### src/rtl/xlat_ctx_cache.sv
module xlat_ctx_cache #(
  parameter int ENTRIES = 8,
  parameter int VPN_W   = 45,
  parameter int PPN_W   = 44,
  parameter int GID_W   = 16,
  parameter int PID_W   = 20
) (
  input  logic             clk,
  input  logic             rst_n,
  input  logic             lk_valid,
  input  logic [VPN_W-1:0] lk_vpn,
  input  logic             lk_gid_vld,
  input  logic [GID_W-1:0] lk_gid,
  input  logic             lk_pid_vld,
  input  logic [PID_W-1:0] lk_pid,
  output logic             lk_hit,
  output logic [PPN_W-1:0] lk_ppn,
  output logic [2:0]       lk_perm,
  output logic [1:0]       lk_mtype,
  input  logic             fl_valid,
  input  logic [VPN_W-1:0] fl_vpn,
  input  logic [PPN_W-1:0] fl_ppn,
  input  logic [2:0]       fl_perm,
  input  logic [1:0]       fl_mtype,
  input  logic             fl_gid_vld,
  input  logic [GID_W-1:0] fl_gid,
  input  logic             fl_pid_vld,
  input  logic [PID_W-1:0] fl_pid,
  input  logic             inv_valid,
  input  logic [1:0]       inv_scope,
  input  logic [VPN_W-1:0] inv_vpn,
  input  logic [GID_W-1:0] inv_gid,
  input  logic [PID_W-1:0] inv_pid,
  output logic             inv_done
);

  localparam int IDX_W = (ENTRIES > 1) ? $clog2(ENTRIES) : 1;
  localparam logic [IDX_W-1:0] LAST = IDX_W'(ENTRIES - 1);

  logic [ENTRIES-1:0] e_vld;
  logic [VPN_W-1:0]   e_vpn [ENTRIES];
  logic [PPN_W-1:0]   e_ppn [ENTRIES];
  logic [2:0]         e_perm [ENTRIES];
  logic [1:0]         e_mt [ENTRIES];
  logic               e_gv [ENTRIES];
  logic [GID_W-1:0]   e_gid [ENTRIES];
  logic               e_pv [ENTRIES];
  logic [PID_W-1:0]   e_pid [ENTRIES];

  logic [ENTRIES-1:0] hit_vec, kill_vec, same_vec, live_vec;
  logic [IDX_W-1:0]   ptr, sel, same_idx, widx;
  logic               fl_take, fl_same;

  always_comb begin
    for (int i = 0; i < ENTRIES; i++) begin
      hit_vec[i] = e_vld[i] && (e_vpn[i] == lk_vpn) && (e_gv[i] == lk_gid_vld) &&
                   (!e_gv[i] || (e_gid[i] == lk_gid)) &&
                   (!e_pv[i] || (lk_pid_vld && (e_pid[i] == lk_pid)));
      same_vec[i] = e_vld[i] && (e_vpn[i] == fl_vpn) && (e_gv[i] == fl_gid_vld) &&
                    (!e_gv[i] || (e_gid[i] == fl_gid)) && (e_pv[i] == fl_pid_vld) &&
                    (!e_pv[i] || (e_pid[i] == fl_pid));
      unique case (inv_scope)
        2'd0: kill_vec[i] = 1'b1;
        2'd1: kill_vec[i] = e_gv[i] && (e_gid[i] == inv_gid);
        2'd2: kill_vec[i] = e_gv[i] && (e_gid[i] == inv_gid) && e_pv[i] && (e_pid[i] == inv_pid);
        default: kill_vec[i] = (e_vpn[i] == inv_vpn) && e_gv[i] && (e_gid[i] == inv_gid) &&
                               (!e_pv[i] || (e_pid[i] == inv_pid));
      endcase
      kill_vec[i] = kill_vec[i] && inv_valid;
    end
  end

  assign live_vec = hit_vec & ~kill_vec;

  always_comb begin
    sel = '0;
    same_idx = '0;
    for (int i = ENTRIES - 1; i >= 0; i--) begin
      if (live_vec[i]) sel = IDX_W'(i);
      if (same_vec[i]) same_idx = IDX_W'(i);
    end
  end

  assign lk_hit   = lk_valid && (|live_vec);
  assign lk_ppn   = lk_hit ? e_ppn[sel]  : '0;
  assign lk_perm  = lk_hit ? e_perm[sel] : '0;
  assign lk_mtype = lk_hit ? e_mt[sel]   : '0;

  assign fl_take = fl_valid && !inv_valid;
  assign fl_same = |same_vec;
  assign widx    = fl_same ? same_idx : ptr;

  always_ff @(posedge clk) begin
    if (!rst_n) begin
      e_vld    <= '0;
      ptr      <= '0;
      inv_done <= 1'b0;
    end else begin
      inv_done <= inv_valid;
      e_vld    <= e_vld & ~kill_vec;
      if (fl_take) begin
        e_vld[widx] <= 1'b1;
        if (!fl_same) ptr <= (ptr == LAST) ? '0 : ptr + 1'b1;
      end
    end
  end

  always_ff @(posedge clk) begin
    if (fl_take) begin
      e_vpn[widx]  <= fl_vpn;
      e_ppn[widx]  <= fl_ppn;
      e_perm[widx] <= fl_perm;
      e_mt[widx]   <= fl_mtype;
      e_gv[widx]   <= fl_gid_vld;
      e_gid[widx]  <= fl_gid;
      e_pv[widx]   <= fl_pid_vld;
      e_pid[widx]  <= fl_pid;
    end
  end

  AST_ONE_KEY_COPY: assert property (@(posedge clk) disable iff (!rst_n) $onehot0(same_vec));
  AST_PTR_STEPS: assert property (@(posedge clk) disable iff (!rst_n)
    (fl_valid && !inv_valid && !fl_same) |=> (ptr != $past(ptr)));
  AST_ALL_CLEARS: assert property (@(posedge clk) disable iff (!rst_n)
    (inv_valid && inv_scope == 2'd0) |=> (e_vld == '0));
  AST_INV_MISS: assert property (@(posedge clk) disable iff (!rst_n)
    (inv_valid && inv_scope == 2'd0) |-> !lk_hit);
  AST_FILL_DROP: assert property (@(posedge clk) disable iff (!rst_n)
    (fl_valid && inv_valid) |=> $stable(ptr));
  AST_DONE_PULSE: assert property (@(posedge clk) disable iff (!rst_n)
    inv_valid |=> inv_done);

endmodule

### config.mk
export PLATFORM = sky130hd
export DESIGN_NAME = xlat_ctx_cache
export DESIGN_NICKNAME = d
export VERILOG_FILES = /design/src/rtl/xlat_ctx_cache.sv
export SDC_FILE = /design/constraint.sdc
export NUM_CORES = 2
export LEC_CHECK = 0
export ABC_AREA = 0
export BUFFER_PORTS_ARGS = -buffer_cell sky130_fd_sc_hd__buf_2
export CORE_ASPECT_RATIO = 2
export CORE_MARGIN = 1.5
export CORE_UTILIZATION = 33
export DETAILED_ROUTE_END_ITERATION = 8
export PLACE_DENSITY_LB_ADDON = 0.12
export RECOVER_POWER = 100
export SLEW_MARGIN = 5
export SYNTH_ARGS = -nofsm -noshare
export SYNTH_HDL_FRONTEND = slang
export SYNTH_SLANG_ARGS = --single-unit
### constraint.sdc
create_clock -name clk -period 42.2 [get_ports clk]
set_input_delay 12.66 -clock clk [delete_from_list [all_inputs] [get_ports clk]]
set_output_delay 12.66 -clock clk [all_outputs]
set_load 0.05 [all_outputs]
==> impl_metrics.ini <==
[setup_path]
worstPathMaxFanout = 50
rrSetupSlack_ns = 26.24
critPathCaptureType = output port
crit_end = lk_ppn[42]
path_cells = clkbuf_1 -> xnor2_1 -> nand3_1 -> nor4_1 -> nand4_1 -> a221o_1 -> and4_1 -> nor2_4 -> clkbuf_1 -> nand2_1 -> o21ai_4 -> clkbuf_1 -> a41o_1 -> a221oi_2 -> clkbuf_1
crit_type = primary input to output port
crit_top_cell = clkbuf_1
r2r_cells = 12
cp.arrival_ns = 22.87
critical_path.top_delay_family = buffers and inverters
crit_start = inv_vpn[25]
slowest_stage = clkbuf_1
critPathBufInv = 4
r2r-end = e_vpn[0][21]
crit_path_start_kind = primary input
timing.rr.start = e_vpn[6][41]
cpPeakStageDelay_ns = 2.85
critPathRequiredTime_ns = 29.54
crit_cells = 15

[clock_network]
worstSkewPairLatency_ns = 0.80
clockRootBuffer = clkbuf_16
cts_hold_buffers = 0
clk_pin_slew_ns = 0.06
cts_buffers = 108
cts_max_level = 3
cts_tree = built
cts_setup_buffers = 0
ctsLongestPathBuffers = 3
cts_resized = 0
clock-sinks = 1068

[placement]
globalplace.congestion = 1.15
dp_hpwl_um = 300000
dpl_worst_slack_ns = 8.34
portBuffers = 353
placed_area_um2 = 64300
place_inst = 7167

[sta]
setup_slack_ns = 6.67
post-route-period-util = 0.842
slew_violations = 2001
max_slew_margin = -5.47
setup_viol = 0
fmax_ghz = 0.0281
fin_crit_ns = 35.53
worstMarginPinSlew_ns = 9.71
finalHoldViolCount = 0
rsz0062_at_grt = no
skew_ns = 0.0475
timing.hold.ws_ns = 0.538
setup_tns_ns = 0

[cells_and_area]
fillers = 17628
stdcell_area_um2 = 68200
multi_input_area_um2 = 26600
utilization = 0.380
seq_area_um2 = 32000
drive_gt1_frac = 0.131
nets = 5272
area_delta_synth_final_pct = 14.3
final_cell_count_no_fill = 7465

[logic_synthesis]
synthArstFlopShare = 0
yosysWarnings = 0
synth_top_cell_area_share = 0.532
ys_seq_area_frac = 0.536
synth_cells = 4667
yosys-top-cells-area = edfxtp_1 (53%), xor2_1 (14%), xnor2_1 (13%), nor4_1 (3.1%), nand4_1 (2.6%)
synth-edff-count = 1056
ys_types = 78
synth_area_um2 = 59600
synth_top_cell_by_area = edfxtp_1
ys.flop_type = edfxtp_1
avgSynthCellArea_um2 = 12.8
syn-num-nets = 4972
ys_ff_latch = 1068

[global_routing]
gr-total-overflow = 0
grt_pass1_vias = 44243
grt_pass1_wl_um = 512000
grt_max_degree = 108
grt.total_usage = 0.440
antenna_found_initial = 114

[route]
wl_per_cell_um = 54.1
vias_per_cell = 6.01
antenna_left = 0
drc = 0
dr_total_vias = 44873
drt_iter0_drc = 4615
routed_wl_um = 404000
dr.pass1.iters = 6

[flow_run]
drv_cap = 79

[hold_path]
hp-class = flip-flop to flip-flop

[power]
p_leak_nw = 22.7
power.total_mw = 2.53
powerDensity_nw_per_um2 = 37.2
peakVddDrop_v = 0.0000414

[floorplan]
core_area_um2 = 179000
start_util = 0.332
die_h_um = 604
rows = 220
io-pin-count = 354
die_area_um2 = 183000
fp.dieW_um = 304

[run_status]
violations = max-capacitance violations, max-slew violations
status = finished, violations left
-- cells by family after synthesis --
kind of cell / after synthesis / share of synthesized area
AO/OA/AOI/OAI: 282 / 0.0437
XOR/XNOR: 1854 / 0.272
adder cells (fa/ha/maj): 2 / 0.000419
buffers and inverters: 394 / 0.0297
flip-flops: 1068 / 0.536
multiplexers: 198 / 0.0343
AND/OR/NAND/NOR: 869 / 0.0840
-- flip-flops by register name, indices dropped and copies added, names as in the netlist --
register,count
e_perm,24
e_ppn,352
e_gid,128
e_vld,8
ptr,3
e_pv,8
e_mt,16
e_gv,8
e_vpn,360
inv_done,1
e_pid,160
-- cells in the mapped netlist (all sizes together), types with 4 or more instances --
master	number
a21oi	15
a221oi	57
o22ai	31
and3	8
mux2i	149
a22o	13
a221o	8
o32a	7
clkbuf	167
a31oi	4
a211oi	4
o21ai	27
inv	79
nand3	128
o221ai	7
nor4	294
nor2	31
xor2	966
dfxtp	12
buf	147
o2bb2ai	16
nor3	43
nand2	82
xnor2	888
a41o	49
or4	8
nand2b	4
edfxtp	1056
o21a	9
and2	6
nand4	245
nor2b	6
mux2	49
-- worst reg2reg max path: cells and delay by family (launching register included) --
kind,cells,cell delay [ns]
DFF,1,0.58
xor gates and xnor gates,1,0.90
and+or+nand+nor,6,4.93
AOI/OAI and AO/OA,3,0.47
buffers and inverters,2,8.01
-- area by class of cell --
class	count	area share
diodes	74	0.00272
clock buffers	128	0.0418
clock inverters	75	0.0106
inverters	80	0.00442
multi-input cells	3205	0.390
flip-flops and latches	1068	0.469
well taps	2331	0.0428
repair buffers	504	0.0384
-- cell usage in the layout (no fill, tap or decap), types with 81 or more instances in the layout --
| cell type | instances |
|---|---|
| clkbuf_1 | 223 |
| edfxtp_1 | 1056 |
| nand3_1 | 128 |
| mux2i_1 | 149 |
| xnor2_1 | 858 |
| clkbuf_16 | 110 |
| nand4_1 | 245 |
| buf_2 | 199 |
| nand2_1 | 81 |
| xor2_1 | 945 |
| nor4_1 | 261 |
-- worst min path at each step --
stage	from	end	slack [ns]	depth (start not counted)
floorplan	ptr[0]	ptr[0]	0.47	2
global placement	ptr[0]	ptr[0]	0.49	2
detailed placement	ptr[0]	ptr[0]	0.52	2
CTS	ptr[0]	ptr[0]	0.54	2
global route	ptr[0]	ptr[0]	0.56	2
finish	ptr[0]	ptr[0]	0.54	2
-- power by group --
part | internal, mW | switching, mW | total, mW
clock network | 0.542 | 0.475 | 1.02
registers | 1.18 | 0.0120 | 1.19
logic | 0.0778 | 0.248 | 0.326
-- routing by layer --
layer  vias up  GRT usage  wire [um]
li1      17669          -          -
met1     23071      0.390     120000
met2      2751      0.728     197000
met3      1318      0.134      27500
met4        64      0.544      59000
met5         -   0.000264        408
Note: power is estimated with default switching activity, not from simulation.
